`src/rtl/buf_loan_ctrl.sv`:
```
module buf_loan_ctrl #(
  parameter int SLOTS = 4,
  localparam int SW = $clog2(SLOTS + 1),
  localparam int RW = $clog2(3 * SLOTS + 1)
) (
  input  logic            clk,
  input  logic            rst_n,
  input  logic            req_valid,
  input  logic [4*RW-1:0] req_depth,
  input  logic [4*SW-1:0] occ_own,
  input  logic [4*SW-1:0] occ_rbor,
  input  logic [4*SW-1:0] occ_lbor,
  output logic [4*SW-1:0] own_cnt,
  output logic [4*SW-1:0] rbor_cnt,
  output logic [4*SW-1:0] lbor_cnt,
  output logic [4*SW-1:0] lent_left,
  output logic [4*SW-1:0] lent_right,
  output logic [3:0]      sat,
  output logic            busy
);

  function automatic int rt(input int i);
    return (i + 3) % 4;
  endfunction

  function automatic int lf(input int i);
    return (i + 1) % 4;
  endfunction

  logic [3:0][SW-1:0] own_q, br_q, bl_q;
  logic [3:0][SW-1:0] t_own, t_br, t_bl;
  logic [3:0][SW-1:0] own_d, br_d, bl_d;
  logic [3:0][SW-1:0] n_own, n_br, n_bl;
  logic [3:0][SW-1:0] oc_o, oc_r, oc_l;
  logic [3:0]         n_sat, sat_q;
  logic               accept;

  assign oc_o = occ_own;
  assign oc_r = occ_rbor;
  assign oc_l = occ_lbor;

  // target planning: own first, then right neighbour, then left
  always_comb begin
    int ro [4];
    int nd [4];
    int sp [4];
    int rb [4];
    int rest, av, rq;
    for (int i = 0; i < 4; i++) begin
      rq = int'(req_depth[i*RW +: RW]);
      ro[i] = (rq > SLOTS) ? SLOTS : rq;
      nd[i] = rq - ro[i];
      sp[i] = SLOTS - ro[i];
    end
    for (int i = 0; i < 4; i++)
      rb[i] = (nd[i] < sp[rt(i)]) ? nd[i] : sp[rt(i)];
    for (int i = 0; i < 4; i++) begin
      rest = nd[i] - rb[i];
      av = sp[lf(i)] - rb[lf(lf(i))];
      n_own[i] = SW'(ro[i]);
      n_br[i]  = SW'(rb[i]);
      n_bl[i]  = SW'((rest < av) ? rest : av);
      n_sat[i] = rest > av;
    end
  end

  // one-slot steps per partition, one grow per physical group
  always_comb begin
    int fr, b, c;
    logic took;
    own_d = own_q;
    br_d  = br_q;
    bl_d  = bl_q;
    for (int j = 0; j < 4; j++) begin
      b = lf(j);
      c = rt(j);
      fr = SLOTS - int'(own_q[j]) - int'(br_q[b]) - int'(bl_q[c]);
      took = 1'b0;
      if (own_q[j] > t_own[j] && oc_o[j] < own_q[j])
        own_d[j] = own_q[j] - 1'b1;
      else if (own_q[j] < t_own[j] && fr > 0) begin
        own_d[j] = own_q[j] + 1'b1;
        took = 1'b1;
      end
      if (br_q[b] > t_br[b] && oc_r[b] < br_q[b])
        br_d[b] = br_q[b] - 1'b1;
      else if (br_q[b] < t_br[b] && fr > 0 && !took) begin
        br_d[b] = br_q[b] + 1'b1;
        took = 1'b1;
      end
      if (bl_q[c] > t_bl[c] && oc_l[c] < bl_q[c])
        bl_d[c] = bl_q[c] - 1'b1;
      else if (bl_q[c] < t_bl[c] && fr > 0 && !took)
        bl_d[c] = bl_q[c] + 1'b1;
    end
  end

  assign busy   = (own_q != t_own) || (br_q != t_br) || (bl_q != t_bl);
  assign accept = req_valid && !busy;

  always_ff @(posedge clk) begin
    if (!rst_n) begin
      for (int i = 0; i < 4; i++) begin
        own_q[i] <= SW'(SLOTS);
        t_own[i] <= SW'(SLOTS);
      end
      br_q  <= '0;
      bl_q  <= '0;
      t_br  <= '0;
      t_bl  <= '0;
      sat_q <= '0;
    end else begin
      own_q <= own_d;
      br_q  <= br_d;
      bl_q  <= bl_d;
      if (accept) begin
        t_own <= n_own;
        t_br  <= n_br;
        t_bl  <= n_bl;
        sat_q <= n_sat;
      end
    end
  end

  assign own_cnt  = own_q;
  assign rbor_cnt = br_q;
  assign lbor_cnt = bl_q;
  assign sat      = sat_q;

  for (genvar g = 0; g < 4; g++) begin : g_ch
    assign lent_left[g*SW +: SW]  = br_q[(g + 1) % 4];
    assign lent_right[g*SW +: SW] = bl_q[(g + 3) % 4];

    assert_group_cap_R6: assert property (@(posedge clk) disable iff (!rst_n)
      int'(own_q[g]) + int'(br_q[(g + 1) % 4]) + int'(bl_q[(g + 3) % 4]) <= SLOTS);

    assert_own_step_R4: assert property (@(posedge clk) disable iff (!rst_n)
      (int'(own_q[g]) - int'($past(own_q[g])) <= 1) &&
      (int'($past(own_q[g])) - int'(own_q[g]) <= 1));

    assert_br_step_R4: assert property (@(posedge clk) disable iff (!rst_n)
      (int'(br_q[g]) - int'($past(br_q[g])) <= 1) &&
      (int'($past(br_q[g])) - int'(br_q[g]) <= 1));

    assert_own_drain_R5: assert property (@(posedge clk) disable iff (!rst_n)
      (own_q[g] < $past(own_q[g])) |-> ($past(oc_o[g]) < $past(own_q[g])));

    assert_br_drain_R5: assert property (@(posedge clk) disable iff (!rst_n)
      (br_q[g] < $past(br_q[g])) |-> ($past(oc_r[g]) < $past(br_q[g])));

    assert_bl_drain_R5: assert property (@(posedge clk) disable iff (!rst_n)
      (bl_q[g] < $past(bl_q[g])) |-> ($past(oc_l[g]) < $past(bl_q[g])));
  end

  assert_hold_tgt_R8: assert property (@(posedge clk) disable iff (!rst_n)
    busy |=> ((t_own == $past(t_own)) && (t_br == $past(t_br)) && (t_bl == $past(t_bl))));

  assert_sat_stable_R7: assert property (@(posedge clk) disable iff (!rst_n)
    !$past(accept) |-> $stable(sat));

endmodule

```
`config.mk`:
```
export PLATFORM = sky130hd
export DESIGN_NAME = buf_loan_ctrl
export DESIGN_NICKNAME = d
export VERILOG_FILES = /design/src/rtl/buf_loan_ctrl.sv
export SDC_FILE = /design/constraint.sdc
export NUM_CORES = 1
export LEC_CHECK = 0
export BUFFER_PORTS_ARGS = -buffer_cell sky130_fd_sc_hd__buf_2
export CORE_MARGIN = 2
export CORE_UTILIZATION = 50
export CTS_BUF_LIST = sky130_fd_sc_hd__clkbuf_16
export CTS_CLUSTER_SIZE = 24
export DETAILED_ROUTE_END_ITERATION = 10
export GPL_TIMING_DRIVEN = 0
export HOLD_SLACK_MARGIN = 0.06
export MAX_ROUTING_LAYER = met4
export PLACE_DENSITY = 0.79
export SLEW_MARGIN = 20
export SYNTH_ARGS = -nofsm -noshare
export SYNTH_HDL_FRONTEND = slang
export SYNTH_SLANG_ARGS = --single-unit
```
`constraint.sdc`:
```
create_clock -name clk -period 9.71 [get_ports clk]
set_input_delay 0.4855 -clock clk [delete_from_list [all_inputs] [get_ports clk]]
set_output_delay 0.4855 -clock clk [all_outputs]
set_load 0.02 [all_outputs]
```
# ---- Yosys cells after proc, flatten, opt, wreduce, memory -nomap -nowiden
# Cells that the tools add are included.
dict set report word_totals {
  register_bits 76
  inputBits 55
  output_inout_bits 65
  word_cells 244
}
dict set report classes {
  addsub 52
  n_lt_le_gt_ge 56
  n_eq_ne 3
  n_mux 52
  n_reduce_logical 56
}
# cell count
set op_table {}
lappend op_table {{5-bit by 32-bit subtractor with 32-bit output} 8}
lappend op_table {{32-bit greater-than comparator} 4}
lappend op_table {{32-bit less-than comparator} 4}
lappend op_table {{32-bit 2-to-1 mux} 4}
lappend op_table {{3-bit 2-to-1 mux} 28}
lappend op_table {{3-bit less-than comparator} 24}
lappend op_table {{4-bit by 4-bit subtractor with 5-bit output} 8}
lappend op_table {{3-bit by 1-bit adder with 3-bit output, second input constant} 12}
lappend op_table {{3-bit greater-than comparator} 12}
lappend op_table {{12-bit != test} 3}
lappend op_table {{3-bit by 1-bit subtractor with 3-bit output, second input constant} 12}
lappend op_table {{1-bit logical AND} 33}
lappend op_table {{6-bit by 1-bit greater-than comparator with 1-bit output, second input constant} 4}
lappend op_table {{2-bit nonzero test} 12}
lappend op_table {{5-bit by 4-bit subtractor with 6-bit output} 4}
lappend op_table {{5-bit less-than comparator} 4}
lappend op_table {{3-bit by 4-bit subtractor with 5-bit output, first input constant} 4}
lappend op_table {{4-bit by 3-bit greater-than comparator with 1-bit output, second input constant} 4}
lappend op_table {{1-bit 2-to-1 mux} 16}
lappend op_table {{4-bit 2-to-1 mux} 4}
lappend op_table {{3-bit by 3-bit subtractor with 4-bit output, first input constant} 4}
lappend op_table {{1-bit logical NOT} 9}
lappend op_table {{1-bit logical OR} 2}

# ---- Depth between registers and ports, before layout
dict set report logic_depth {
  depth_word 15
  mapped_depth 33
  ltp_nobuf 30
}

# ---- Least setup slack after synthesis
# Ideal clock, no wire load.
dict set report synth_timing {
  path_kind {input -> register}
  from {input req_depth[11]}
  to {register t_bl[5] (netlist bit)}
  setup_time_ps 86
  t_arrival_ps 7294
  slack_ps 2329
  cell_stages 25
  path_buffers 1
  cell_sequence {buf_2 > nor3b_1 > inv_1 > ha_1 > nor2_1 > inv_1 > ha_1 > nand3_1 > a211o_1 > nand2b_1 > a21oi_1 > mux2i_1 > inv_1 > fa_1 > inv_1 > fa_1 > inv_1 > ha_1 > nand4_1 > nor4_1 > a221oi_2 > o21ai_0 > a211o_1 > mux2_2 > a221oi_2}
}
dict set report synth_between {
  elab_chain_cells 8
}
# item line
set synth_rtl {}
lappend synth_rtl {{start: declaration} 9} ;# input logic [4*RW-1:0] req_depth,
lappend synth_rtl {{4-bit by 3-bit greater-than comparator with 1-bit output} 51} ;# ro[i] = (rq > SLOTS) ? SLOTS : rq;
lappend synth_rtl {{4-bit 2-to-1 mux *} 51}
lappend synth_rtl {{3-bit by 4-bit subtractor with 5-bit output *} 53} ;# sp[i] = SLOTS - ro[i];
lappend synth_rtl {{5-bit less-than comparator} 56} ;# rb[i] = (nd[i] < sp[rt(i)]) ? nd[i] : sp[rt(i)];
lappend synth_rtl {{32-bit 2-to-1 mux} 56}
lappend synth_rtl {{5-bit by 32-bit subtractor with 32-bit output *} 59} ;# av = sp[lf(i)] - rb[lf(lf(i))];
lappend synth_rtl {{32-bit less-than comparator} 62} ;# n_bl[i] = SW'((rest < av) ? rest : av);
lappend synth_rtl {{3-bit 2-to-1 mux *} 62}
lappend synth_rtl {{end signal: assignment} 119} ;# t_bl <= n_bl;
lappend synth_rtl {{end: declaration} 31} ;# logic [3:0][SW-1:0] t_own, t_br, t_bl;
# Every way passes the cells marked *; elsewhere a longest branch is shown, timed or not.
# A chain may end at the register's enable or synchronous reset.

==> impl_metrics.toml <==
[drt]
via_count = 12470
route.detailed.drc = 0
drt-total-wl_um = 36520
vias_per_cell = 5.645
detail-route-antenna-nets = 0
wl_per_cell_um = 16.53
dr.first_iter.drc_count = 1053
first_pass_iters = 6

[layout]
final_core_util_pct = 56.37
syn_to_final_growth_pct = 10.78
final_instance_count_excl_fillers = 2209
layout-drive-gt1-share_pct = 11.35
layout.nets = 2241

[critical_path]
crit_top_cell = "sky130_fd_sc_hd__ha_1"
critPathKind = "in -> reg"
endpoint_kind = "register"
path_max_fanout = 15
arrival_worst_endpoint_ns = 9.02
timing.critical_path.slowest_cell_delay_ns = 0.67
crit_path_top_delay_cell = "sky130_fd_sc_hd__a21oi_1"
required_time_worst_endpoint_ns = 9.97
critical_path.startpoint_type = "input port"

[timing]
clock_skew_ns = 0.01104
max_clock_freq_mhz = 114.1
period_share_pct = 90.25
finalCriticalPeriod_ns = 8.763
finalSetupViolations = 0
timing.final.max_slew_violations = 0
worst_margin_slew_ns = 1.011
rsz0062_at_grt = "no"
fin_hold_ws_ns = 0.4559
totalNegativeSetupSlack_ns = 0
number_of_hold_slack_violations_in_the_final_timing_report = 0
slew-limit-headroom_pct = 30.70

[yosys]
netlist_instances = 1684
synth_seq_area_share_pct = 10.73
synthesis.yosys.warnings = 0
synthDominantCellAreaShare_pct = 20.34
ys_top_cells_by_area = "sky130_fd_sc_hd__fa_1, sky130_fd_sc_hd__ha_1, sky130_fd_sc_hd__dfxtp_1"
synth_area_per_cell_um2 = 8.417
synth.cell_area_um2 = 14170
ys_dominant_reg_cell = "sky130_fd_sc_hd__dfxtp_1"
synth.largest_area_cell = "sky130_fd_sc_hd__fa_1"
register_bit_count_reported_by_yosys = 76
synth_edf_count = 0
ys_types = 83
postSynth.asyncResetShare_pct = 0

[floorplanning]
floorplan.initialDensity_pct = 50.88
die_height_um = 172.4
die_w_um = 172.4
core.rowCount = 61
pin_count = 120
design.die.area_um2 = 29710
core_area_um2 = 27860

[placement]
finalWeightedCongestion = 0.9541
port_buffers = 115
numPlacedInstances = 2184
post-dp-hpwl_um = 30110

[global_route]
grt_max_degree = 16
grt.total_usage_pct = 25.28
globalRouteOverflowTotal = 0
grt_first_pass_wirelength_um = 58480
grt_pass1_vias = 11970
antenna_found_initial = 8

[power_and_ir_drop]
power.static_leakage_uw = 0.007268
power.total_uw = 4176
power.density_nw_per_um2 = 265.9
worst_ir_drop_vdd_mv = 0.1253

[job]
drv.max_cap_violation_count = 0

[cts]
cts-root-to-sink-buffers = 2
cts_tree = "yes"
cts.root.buffer_cell = "sky130_fd_sc_hd__clkbuf_16"
clock_tree.htree_level_count = 3
clkSinkCount = 76
cts_buffers = 9
clkTransAtPathRegs_ns = 0.07
clock_insertion_delay_worst_skew_ns = 0.35

[worst_hold_path]
holdCritPathClass = "reg -> reg"

[status]
run_status = "finished, final reports clean"
==> area by class of cell <==
class,count,area [um2]
repair buffers,120,693.2
flip-flops and latches,76,1521
clock buffers,9,225.2
multi-input cells,1300,11390
diodes,8,20.02
clock inverters,7,92.59
well taps,378,473.0
fillers,2500,12160
plain buffers,67,371.6
inverters,244,919.6
==> synthesized netlist by cell type, types with 30 or more instances <==
| cell | n |
|---|---|
| sky130_fd_sc_hd__nand2_1 | 102 |
| sky130_fd_sc_hd__dfxtp_1 | 76 |
| sky130_fd_sc_hd__nand3_1 | 30 |
| sky130_fd_sc_hd__inv_1 | 244 |
| sky130_fd_sc_hd__xnor2_1 | 33 |
| sky130_fd_sc_hd__nor2_1 | 95 |
| sky130_fd_sc_hd__a21o_1 | 58 |
| sky130_fd_sc_hd__fa_1 | 144 |
| sky130_fd_sc_hd__a211oi_1 | 32 |
| sky130_fd_sc_hd__nor2b_1 | 41 |
| sky130_fd_sc_hd__o21ai_0 | 84 |
| sky130_fd_sc_hd__a21oi_1 | 139 |
| sky130_fd_sc_hd__ha_1 | 224 |
==> per-stage QoR <==
| step | setup slack (ns) | instance area (um2) |
|---|---|---|
| finish | 0.9469 | 15700 |
| global route | 0.3768 | 15700 |
| CTS | 0.7917 | 15670 |
| detailed placement | 0.4726 | 15350 |
| global placement | 0.5694 | 15230 |
| floorplan | 2.329 | 14190 |
==> sequential cells by signal, indices dropped and copies added, names as in the netlist <==
name       cells
own_cnt       12
t_own         12
lbor_cnt      12
t_bl          12
t_br          12
lent_left     12
sat            4
==> worst max-delay path: cells and delay by family <==
| kind | cells | cell delay, ns |
|---|---|---|
| compound gates | 8 | 3.24 |
| mux | 1 | 0.31 |
| fa+ha+maj | 7 | 2.46 |
| simple gates | 7 | 1.57 |
| buf+inv | 4 | 0.93 |
==> power by group <==
part,switching [uW],internal (uW),total [uW]
clock,142,224,366
sequential,101,395,496
combinational,1930,1380,3310
total,2170,2000,4180
==> metal layers <==
layer	track usage, %	share of wire (%)	vias up
li1	-	-	6044
met1	31.88	44	5944
met2	41.11	46	392
met3	3.433	6.1	90
met4	10.12	3.9	0
met5	-	0	-
==> kinds of logic (layout without fill, tap and decap cells) <==
group	Yosys count	after routing	synth area share, %
AOI/OAI and AO/OA	444	444	20.32
xor gates and xnor gates	40	40	2.525
adders and majority gates	372	372	40.39
buffers and inverters	311	447	9.083
DFF	76	76	10.73
muxes	27	27	1.915
other	1	12	0.02646
and+or+nand+nor	413	413	15.01
==> path summary, 6_finish.rpt <==
check / startpoint / to / slack [ns] / depth (start not counted)
worst max register to register: own_cnt[3] / lbor_cnt[1] / 6.30 / 13
worst min register to register: sat[3] / sat[3] / 0.46 / 2
worst max-delay path: req_depth[2] / t_bl[5] / 0.95 / 27
worst min-delay path: sat[3] / sat[3] / 0.46 / 2
==> cells in the final DEF (no fill, tap or decap), types with 9 or more instances in the layout <==
cell / netlist / routed
sky130_fd_sc_hd__ha_1: 224 / 224
sky130_fd_sc_hd__a211oi_1: 32 / 31
sky130_fd_sc_hd__nand3_1: 30 / 30
sky130_fd_sc_hd__nand4_1: 19 / 19
sky130_fd_sc_hd__nand3b_1: 10 / 10
sky130_fd_sc_hd__nor2_1: 95 / 95
sky130_fd_sc_hd__dfxtp_1: 76 / 76
sky130_fd_sc_hd__a31oi_1: 10 / 10
sky130_fd_sc_hd__a21oi_1: 139 / 139
sky130_fd_sc_hd__o211ai_1: 13 / 13
sky130_fd_sc_hd__and2_1: 17 / 17
sky130_fd_sc_hd__nand2b_1: 22 / 22
sky130_fd_sc_hd__a21o_1: 58 / 58
sky130_fd_sc_hd__nor2b_1: 41 / 41
sky130_fd_sc_hd__o22ai_1: 9 / 9
sky130_fd_sc_hd__o21ai_0: 84 / 84
sky130_fd_sc_hd__inv_1: 244 / 240
sky130_fd_sc_hd__buf_4: 25 / 26
sky130_fd_sc_hd__o21a_1: 21 / 21
sky130_fd_sc_hd__mux2i_1: 26 / 25
sky130_fd_sc_hd__clkbuf_16: 0 / 9
sky130_fd_sc_hd__xnor2_1: 33 / 33
sky130_fd_sc_hd__fa_1: 144 / 144
sky130_fd_sc_hd__nor4_1: 20 / 20
sky130_fd_sc_hd__nor3_1: 13 / 13
sky130_fd_sc_hd__nand2_1: 102 / 102
sky130_fd_sc_hd__clkbuf_1: 23 / 23
sky130_fd_sc_hd__buf_2: 9 / 124
==> repair_timing <==
item / in CTS / in global routing
buffers inserted: 0 / 1
resized for setup: 0 / 1
hold buffers: 0 / 0
setup endpoints to repair: 0 / 1
Power figures use the tool's default switching activity.
